[config.mk]
export PLATFORM = sky130hd
export DESIGN_NAME = biphase_audio_tx
export DESIGN_NICKNAME = d
export VERILOG_FILES = /design/src/rtl/bmc_tx_pkg.sv /design/src/rtl/bmc_frame_ctr.sv /design/src/rtl/bmc_word_gen.sv /design/src/rtl/bmc_line_enc.sv /design/src/rtl/biphase_audio_tx.sv
export SDC_FILE = /design/constraint.sdc
export NUM_CORES = 1
export LEC_CHECK = 0
export ABC_AREA = 0
export BUFFER_PORTS_ARGS = -buffer_cell sky130_fd_sc_hd__buf_2
export CAP_MARGIN = 20
export CORE_UTILIZATION = 45
export DETAILED_ROUTE_END_ITERATION = 6
export MAX_ROUTING_LAYER = met4
export PLACE_DENSITY = 0.67
export SKIP_CTS_REPAIR_TIMING = 1
export SLEW_MARGIN = 20
export SYNTH_ARGS = -nofsm -noshare
export SYNTH_HDL_FRONTEND = slang
export SYNTH_HIERARCHICAL = 1
export SYNTH_SLANG_ARGS = --single-unit
[constraint.sdc]
create_clock -name clk -period 5.9 [get_ports clk]
set_clock_uncertainty 0.1 [all_clocks]
set_input_delay 1.475 -clock clk [delete_from_list [all_inputs] [get_ports clk]]
set_output_delay 1.475 -clock clk [all_outputs]
set_load 0.01 [all_outputs]
[src/rtl/bmc_tx_pkg.sv]
package bmc_tx_pkg;
  localparam int SLOTS      = 32;
  localparam int HALVES     = 2 * SLOTS;
  localparam int POS_W      = $clog2(HALVES);
  localparam int PRE_HALVES = 8;
  localparam int SMP_W      = 16;
  localparam int AUX_W      = 4;
  localparam int FLAG_W     = 2 * AUX_W;
  localparam int CTL_W      = 4;
  localparam int ACC_W      = 2;
  localparam int AUX_LO     = 4;
  localparam int SMP_LO     = 12;
  localparam int VAL_SLOT   = 28;
  localparam int USR_SLOT   = 29;
  localparam int CS_SLOT    = 30;
  localparam int PAR_SLOT   = 31;
  localparam int CS_CAT_BIT = 8;
  localparam int CS_ACC_BIT = 28;

  typedef enum logic [1:0] {PRE_BLK, PRE_LEFT, PRE_RIGHT} pre_kind_e;
  typedef logic [SLOTS-1:0] slot_word_t;

  // Half-cell shape of a preamble, first half-cell in the MSB, line low before.
  function automatic logic [PRE_HALVES-1:0] pre_shape(pre_kind_e kind);
    case (kind)
      PRE_BLK:   return 8'b1110_1000;
      PRE_LEFT:  return 8'b1110_0010;
      PRE_RIGHT: return 8'b1110_0100;
      default:   return '0;
    endcase
  endfunction

  // Channel-status bit for pair index idx within the block.
  function automatic logic cs_bit(int unsigned idx, logic [CTL_W-1:0] ctl,
                                  logic [ACC_W-1:0] acc);
    if (idx < CTL_W)            return ctl[idx[1:0]];
    if (idx == CS_CAT_BIT)      return 1'b1;
    if (idx == CS_ACC_BIT)      return acc[1];
    if (idx == CS_ACC_BIT + 1)  return acc[0];
    return 1'b0;
  endfunction

  // Assemble the 32 slots of a subframe, slots 0..3 left empty, even parity last.
  function automatic slot_word_t pack_slots(logic [AUX_W-1:0] aux,
                                            logic [SMP_W-1:0] smp,
                                            logic bad, logic usr, logic cs);
    slot_word_t w;
    w = '0;
    w[AUX_LO +: AUX_W] = aux;
    w[SMP_LO +: SMP_W] = smp;
    w[VAL_SLOT]        = bad;
    w[USR_SLOT]        = usr;
    w[CS_SLOT]         = cs;
    w[PAR_SLOT]        = ^w[CS_SLOT:AUX_LO];
    return w;
  endfunction
endpackage

[src/rtl/bmc_frame_ctr.sv]
module bmc_frame_ctr
  import bmc_tx_pkg::*;
#(
  parameter int BLOCK = 384,
  parameter int SUB_W = 9
) (
  input  logic             clk,
  input  logic             rst_n,
  input  logic             half_en,
  output logic [POS_W-1:0] pos,
  output logic [SUB_W-1:0] sub,
  output logic             sf_start
);
  localparam logic [POS_W-1:0] POS_LAST = POS_W'(HALVES - 1);
  localparam logic [SUB_W-1:0] SUB_LAST = SUB_W'(BLOCK - 1);

  assign sf_start = half_en && (pos == '0);

  always_ff @(posedge clk) begin
    if (!rst_n) begin
      pos <= '0;
      sub <= '0;
    end else if (half_en) begin
      pos <= pos + 1'b1;
      if (pos == POS_LAST)
        sub <= (sub == SUB_LAST) ? '0 : sub + 1'b1;
    end
  end
endmodule

[src/rtl/bmc_word_gen.sv]
module bmc_word_gen
  import bmc_tx_pkg::*;
#(
  parameter int SUB_W = 9
) (
  input  logic              clk,
  input  logic              rst_n,
  input  logic              sf_start,
  input  logic [SUB_W-1:0]  sub,
  input  logic [SMP_W-1:0]  left_smp,
  input  logic [SMP_W-1:0]  right_smp,
  input  logic              left_bad,
  input  logic              right_bad,
  input  logic              flag_en,
  input  logic [FLAG_W-1:0] flag_bits,
  input  logic              user_bit,
  input  logic [CTL_W-1:0]  ctl_bits,
  input  logic [ACC_W-1:0]  clk_acc,
  output slot_word_t        word,
  output pre_kind_e         pre_kind,
  output logic              pair_take
);
  logic              is_left;
  int unsigned       pair_idx;
  logic [SMP_W-1:0]  hold_smp;
  logic              hold_bad;
  logic              hold_fen;
  logic [AUX_W-1:0]  hold_aux;
  logic [CTL_W-1:0]  hold_ctl;
  logic [ACC_W-1:0]  hold_acc;
  slot_word_t        word_d;

  assign is_left  = ~sub[0];
  assign pair_idx = 32'(sub[SUB_W-1:1]);

  always_comb begin
    if (!is_left)             pre_kind = PRE_RIGHT;
    else if (pair_idx == 0)   pre_kind = PRE_BLK;
    else                      pre_kind = PRE_LEFT;
  end

  always_comb begin
    if (is_left)
      word_d = pack_slots(flag_en ? flag_bits[AUX_W-1:0] : '0, left_smp,
                          left_bad, user_bit, cs_bit(pair_idx, ctl_bits, clk_acc));
    else
      word_d = pack_slots(hold_fen ? hold_aux : '0, hold_smp,
                          hold_bad, user_bit, cs_bit(pair_idx, hold_ctl, hold_acc));
  end

  always_ff @(posedge clk) begin
    if (!rst_n) begin
      word      <= '0;
      pair_take <= 1'b0;
      hold_smp  <= '0;
      hold_bad  <= 1'b0;
      hold_fen  <= 1'b0;
      hold_aux  <= '0;
      hold_ctl  <= '0;
      hold_acc  <= '0;
    end else begin
      pair_take <= sf_start && is_left;
      if (sf_start) begin
        word <= word_d;
        if (is_left) begin
          hold_smp <= right_smp;
          hold_bad <= right_bad;
          hold_fen <= flag_en;
          hold_aux <= flag_bits[FLAG_W-1:AUX_W];
          hold_ctl <= ctl_bits;
          hold_acc <= clk_acc;
        end
      end
    end
  end
endmodule

[src/rtl/bmc_line_enc.sv]
module bmc_line_enc
  import bmc_tx_pkg::*;
(
  input  logic             clk,
  input  logic             rst_n,
  input  logic             half_en,
  input  logic [POS_W-1:0] pos,
  input  pre_kind_e        pre_kind,
  input  slot_word_t       word,
  output logic             line_lvl
);
  logic                  base_q;
  logic                  line_d;
  logic [PRE_HALVES-1:0] shape;

  assign shape = pre_shape(pre_kind);

  always_comb begin
    if (pos < POS_W'(PRE_HALVES))
      line_d = shape[3'd7 - pos[2:0]] ^ ((pos == '0) ? line_lvl : base_q);
    else if (!pos[0])
      line_d = ~line_lvl;
    else
      line_d = line_lvl ^ word[pos[POS_W-1:1]];
  end

  always_ff @(posedge clk) begin
    if (!rst_n) begin
      line_lvl <= 1'b0;
      base_q   <= 1'b0;
    end else if (half_en) begin
      line_lvl <= line_d;
      if (pos == '0) base_q <= line_lvl;
    end
  end
endmodule

[src/rtl/biphase_audio_tx.sv]
module biphase_audio_tx
  import bmc_tx_pkg::*;
#(
  parameter int BLOCK_SUBFRAMES = 384
) (
  input  logic        clk,
  input  logic        rst_n,
  input  logic        half_en,
  input  logic [15:0] left_smp,
  input  logic [15:0] right_smp,
  input  logic        left_bad,
  input  logic        right_bad,
  input  logic        flag_en,
  input  logic [7:0]  flag_bits,
  input  logic        user_bit,
  input  logic [3:0]  ctl_bits,
  input  logic [1:0]  clk_acc,
  input  logic        force_low,
  output logic        line_out,
  output logic        pair_take
);
  localparam int SUB_W = $clog2(BLOCK_SUBFRAMES);

  logic [POS_W-1:0] pos;
  logic [SUB_W-1:0] sub;
  logic             sf_start;
  slot_word_t       word;
  pre_kind_e        pre_kind;
  logic             line_lvl;

  bmc_frame_ctr #(.BLOCK(BLOCK_SUBFRAMES), .SUB_W(SUB_W)) u_ctr (
    .clk(clk), .rst_n(rst_n), .half_en(half_en),
    .pos(pos), .sub(sub), .sf_start(sf_start)
  );

  bmc_word_gen #(.SUB_W(SUB_W)) u_word (
    .clk(clk), .rst_n(rst_n), .sf_start(sf_start), .sub(sub),
    .left_smp(left_smp), .right_smp(right_smp),
    .left_bad(left_bad), .right_bad(right_bad),
    .flag_en(flag_en), .flag_bits(flag_bits), .user_bit(user_bit),
    .ctl_bits(ctl_bits), .clk_acc(clk_acc),
    .word(word), .pre_kind(pre_kind), .pair_take(pair_take)
  );

  bmc_line_enc u_enc (
    .clk(clk), .rst_n(rst_n), .half_en(half_en), .pos(pos),
    .pre_kind(pre_kind), .word(word), .line_lvl(line_lvl)
  );

  assign line_out = line_lvl & ~force_low;
endmodule

==> flow_summary.yaml <==
placement:
  gp_congestion: 0.8173
  placed_cells: 574
  hpwl_um: 6243
  portBuffers: 55
  placed_cell_area_mm2: 0.004193
setup_path:
  arrival_ns: 1.80
  crit_slowest_cell: "buf_2"
  critical_path_class: "in -> out"
  crit_required_ns: 4.32
  worstSetupEndpointType: "output port"
  worstPathCellList: "buf_2, nor2b_4, buf_2"
  critPathLaunchType: "input pin"
  critical-path-max-stage-delay_ns: 0.12
  timing.critical_path.mode_cell: "buf_2"
  cp_max_fo: 1
run:
  maxCapViolations: 0
timing:
  holdWs_ns: 0.3600
  finalCriticalPeriod_ns: 3.373
  final.setup.tns_ns: 0
  fin_crit_sh_pct: 57.17
  rsz0062_at_grt: "no"
  slew_headroom_pct: 37.42
  finalSetupViolations: 0
  max_clock_freq_ghz: 0.2965
  hold_violations: 0
  tightest_slew_ns: 0.9364
  slew_violations: 0
clocking:
  cts-htree-levels: 3
  cts-root-buf: "clkbuf_8"
  cts_buffers: 9
  clockBufferDepth: 2
  clkSinkCount: 70
  clock_latency_ns: 0.33
  cts_tree: "yes"
  clk_pin_slew_ns: 0.07
yosys:
  synth_top_area_share_pct: 35.89
  post_synth_num_cell_types: 56
  synth_top_area_cell: "dfxtp_1"
  synth_ff_type: "dfxtp_1"
  ys_ff_latch: 70
  synth_edf_count: 0
  async_flop_share_pct: 0
  synthesis.area_mm2: 0.003905
  yosys_warnings: 6
  synthCells: 439
  ys_seq_area_share_pct: 35.89
  synth.area.top_cells: "dfxtp_1 36%, xnor2_1 9.4%, nand2_1 7.1%"
  syn_avg_cell_area_um2: 8.895
power:
  swShare_pct: 26.39
  pwr-share-clk_pct: 36.9
  seqPwrFrac_pct: 43.3
  max-vdd-ir-drop_uv: 188.1
  internal_power_uw: 918.7
  leakage_uw: 0.001676
  p_total_uw: 1248
  powerDensity_mw_per_mm2: 281.7
  power.switching_uw: 329.3
  combPwrFrac_pct: 19.7
die:
  die_x_um: 95.16
  rows: 33
  die_area_mm2: 0.009054
  initial_core_util_pct: 47.05
  design.core.area_mm2: 0.008299
  ios: 56
  fp.dieH_um: 95.16
finish:
  drive_gt1_share_pct: 18.56
  final_common_cell: "nand2_1"
  final_nets: 537
  layout.cells.non_filler: 590
  stdcell_area_mm2: 0.004431
  area_growth_pct: 13.46
  final_cell_mix: "74 x nand2_1, 70 x dfxtp_1, 55 x buf_2"
  n_antenna_cell: 0
global_routing:
  antenna_found_initial: 0
  grt-ovfl-total: 0
  grt_first_pass_wirelength_um: 14300
  grtUsageTotal_pct: 21.06
  grt_max_degree: 53
  first_global_vias: 2917
drt:
  postRouteWirelength_um: 8656
  drc: 0
  routed_via_density: 5.319
  num_vias: 3138
  dr.pass1.iters: 5
  avgRoutedWirePerCell_um: 14.67
  drtIter0Drc: 147
  antenna_left: 0
hold_path:
  hold_path.class: "reg -> reg"
status:
  status: "complete, no violations"
[worst max-delay path, delay by kind of cell]
kind                   cells  cell delay [ns]
and+or+nand+nor            1             0.09
buffers and inverters      2             0.23
[state kept, by name, indices dropped and copies added (netlist names)]
name              cells
u_enc/line_lvl        1
u_ctr/pos             6
u_word/word          24
u_ctr/sub             9
u_word/hold_smp      16
u_word/hold_bad       1
u_word/hold_acc       2
u_word/pair_take      1
u_word/hold_fen       1
u_word/hold_aux       4
u_enc/base_q          1
u_word/hold_ctl       4
[routing by layer]
metal	vias up	track usage, %	part of all wire [%]
met1	1488	28.80	49
met4	0	6.439	0.75
met5	-	-	0
met3	5	2.392	2.3
met2	40	32.62	48
li1	1605	-	-
[cells in the mapped netlist (all sizes together) (3+ instances only)]
master,number
dfxtp,70
nor4,4
nand4,4
nand3,15
buf,16
and3,3
or3,3
inv,4
xor2,10
nand3b,3
xnor2,42
nand2b,3
a21oi,36
clkbuf,19
nor3,3
nor3b,3
mux4,9
and2,6
a211oi,17
nor2,25
mux2i,26
ha,3
nor2b,5
nand2,75
o22ai,4
o21ai,9
[through the flow]
step / util (%) / worst slack (ns)
floorplan: - / 2.745
global route: 53.38 / 2.459
CTS: 53.38 / 2.523
finish: 53.38 / 2.527
detailed placement: 50.52 / 2.337
global placement: 50.46 / 2.036
[kinds of logic (layout without fill, tap and decap cells)]
family | count (synthesis) | in the layout | synth area share [%]
fa+ha+maj | 3 | 3 | 0.9613
flops | 70 | 70 | 35.89
xor+xnor | 54 | 54 | 12.82
other cells | 1 | 8 | 0.09603
compound gates | 78 | 78 | 12.59
simple gates | 157 | 157 | 19.74
mux | 36 | 36 | 12.82
buf+inv | 40 | 79 | 5.094
[final cells by class]
type / instances / area, µm²
fill: 800 / 3869
multi-input combinational: 336 / 2344
sequential: 70 / 1401
timing repair buffer: 58 / 297.8
tap: 105 / 131.4
clock buffer: 10 / 127.6
clock inverter: 6 / 110.1
inverter: 5 / 18.77
[final timing paths]
kind                                            to          startpoint  slack, ns  cells after the start
worst max-delay path                      line_out           force_low       2.53                      3
worst min-delay path            u_word/hold_ctl[0]  u_word/hold_ctl[0]       0.36                      2
worst max register to register  u_word/hold_acc[1]        u_ctr/pos[1]       2.71                      8
worst min register to register  u_word/hold_ctl[0]  u_word/hold_ctl[0]       0.36                      2
[power by group through the flow]
stage	logic, µW	registers [µW]	clock network, µW
floorplan	201	539	0
global placement	241	549	0
detailed placement	247	552	0
CTS	248	540	473
global route	272	546	490
finish	246	541	461
(Power assumes the default switching activity.)
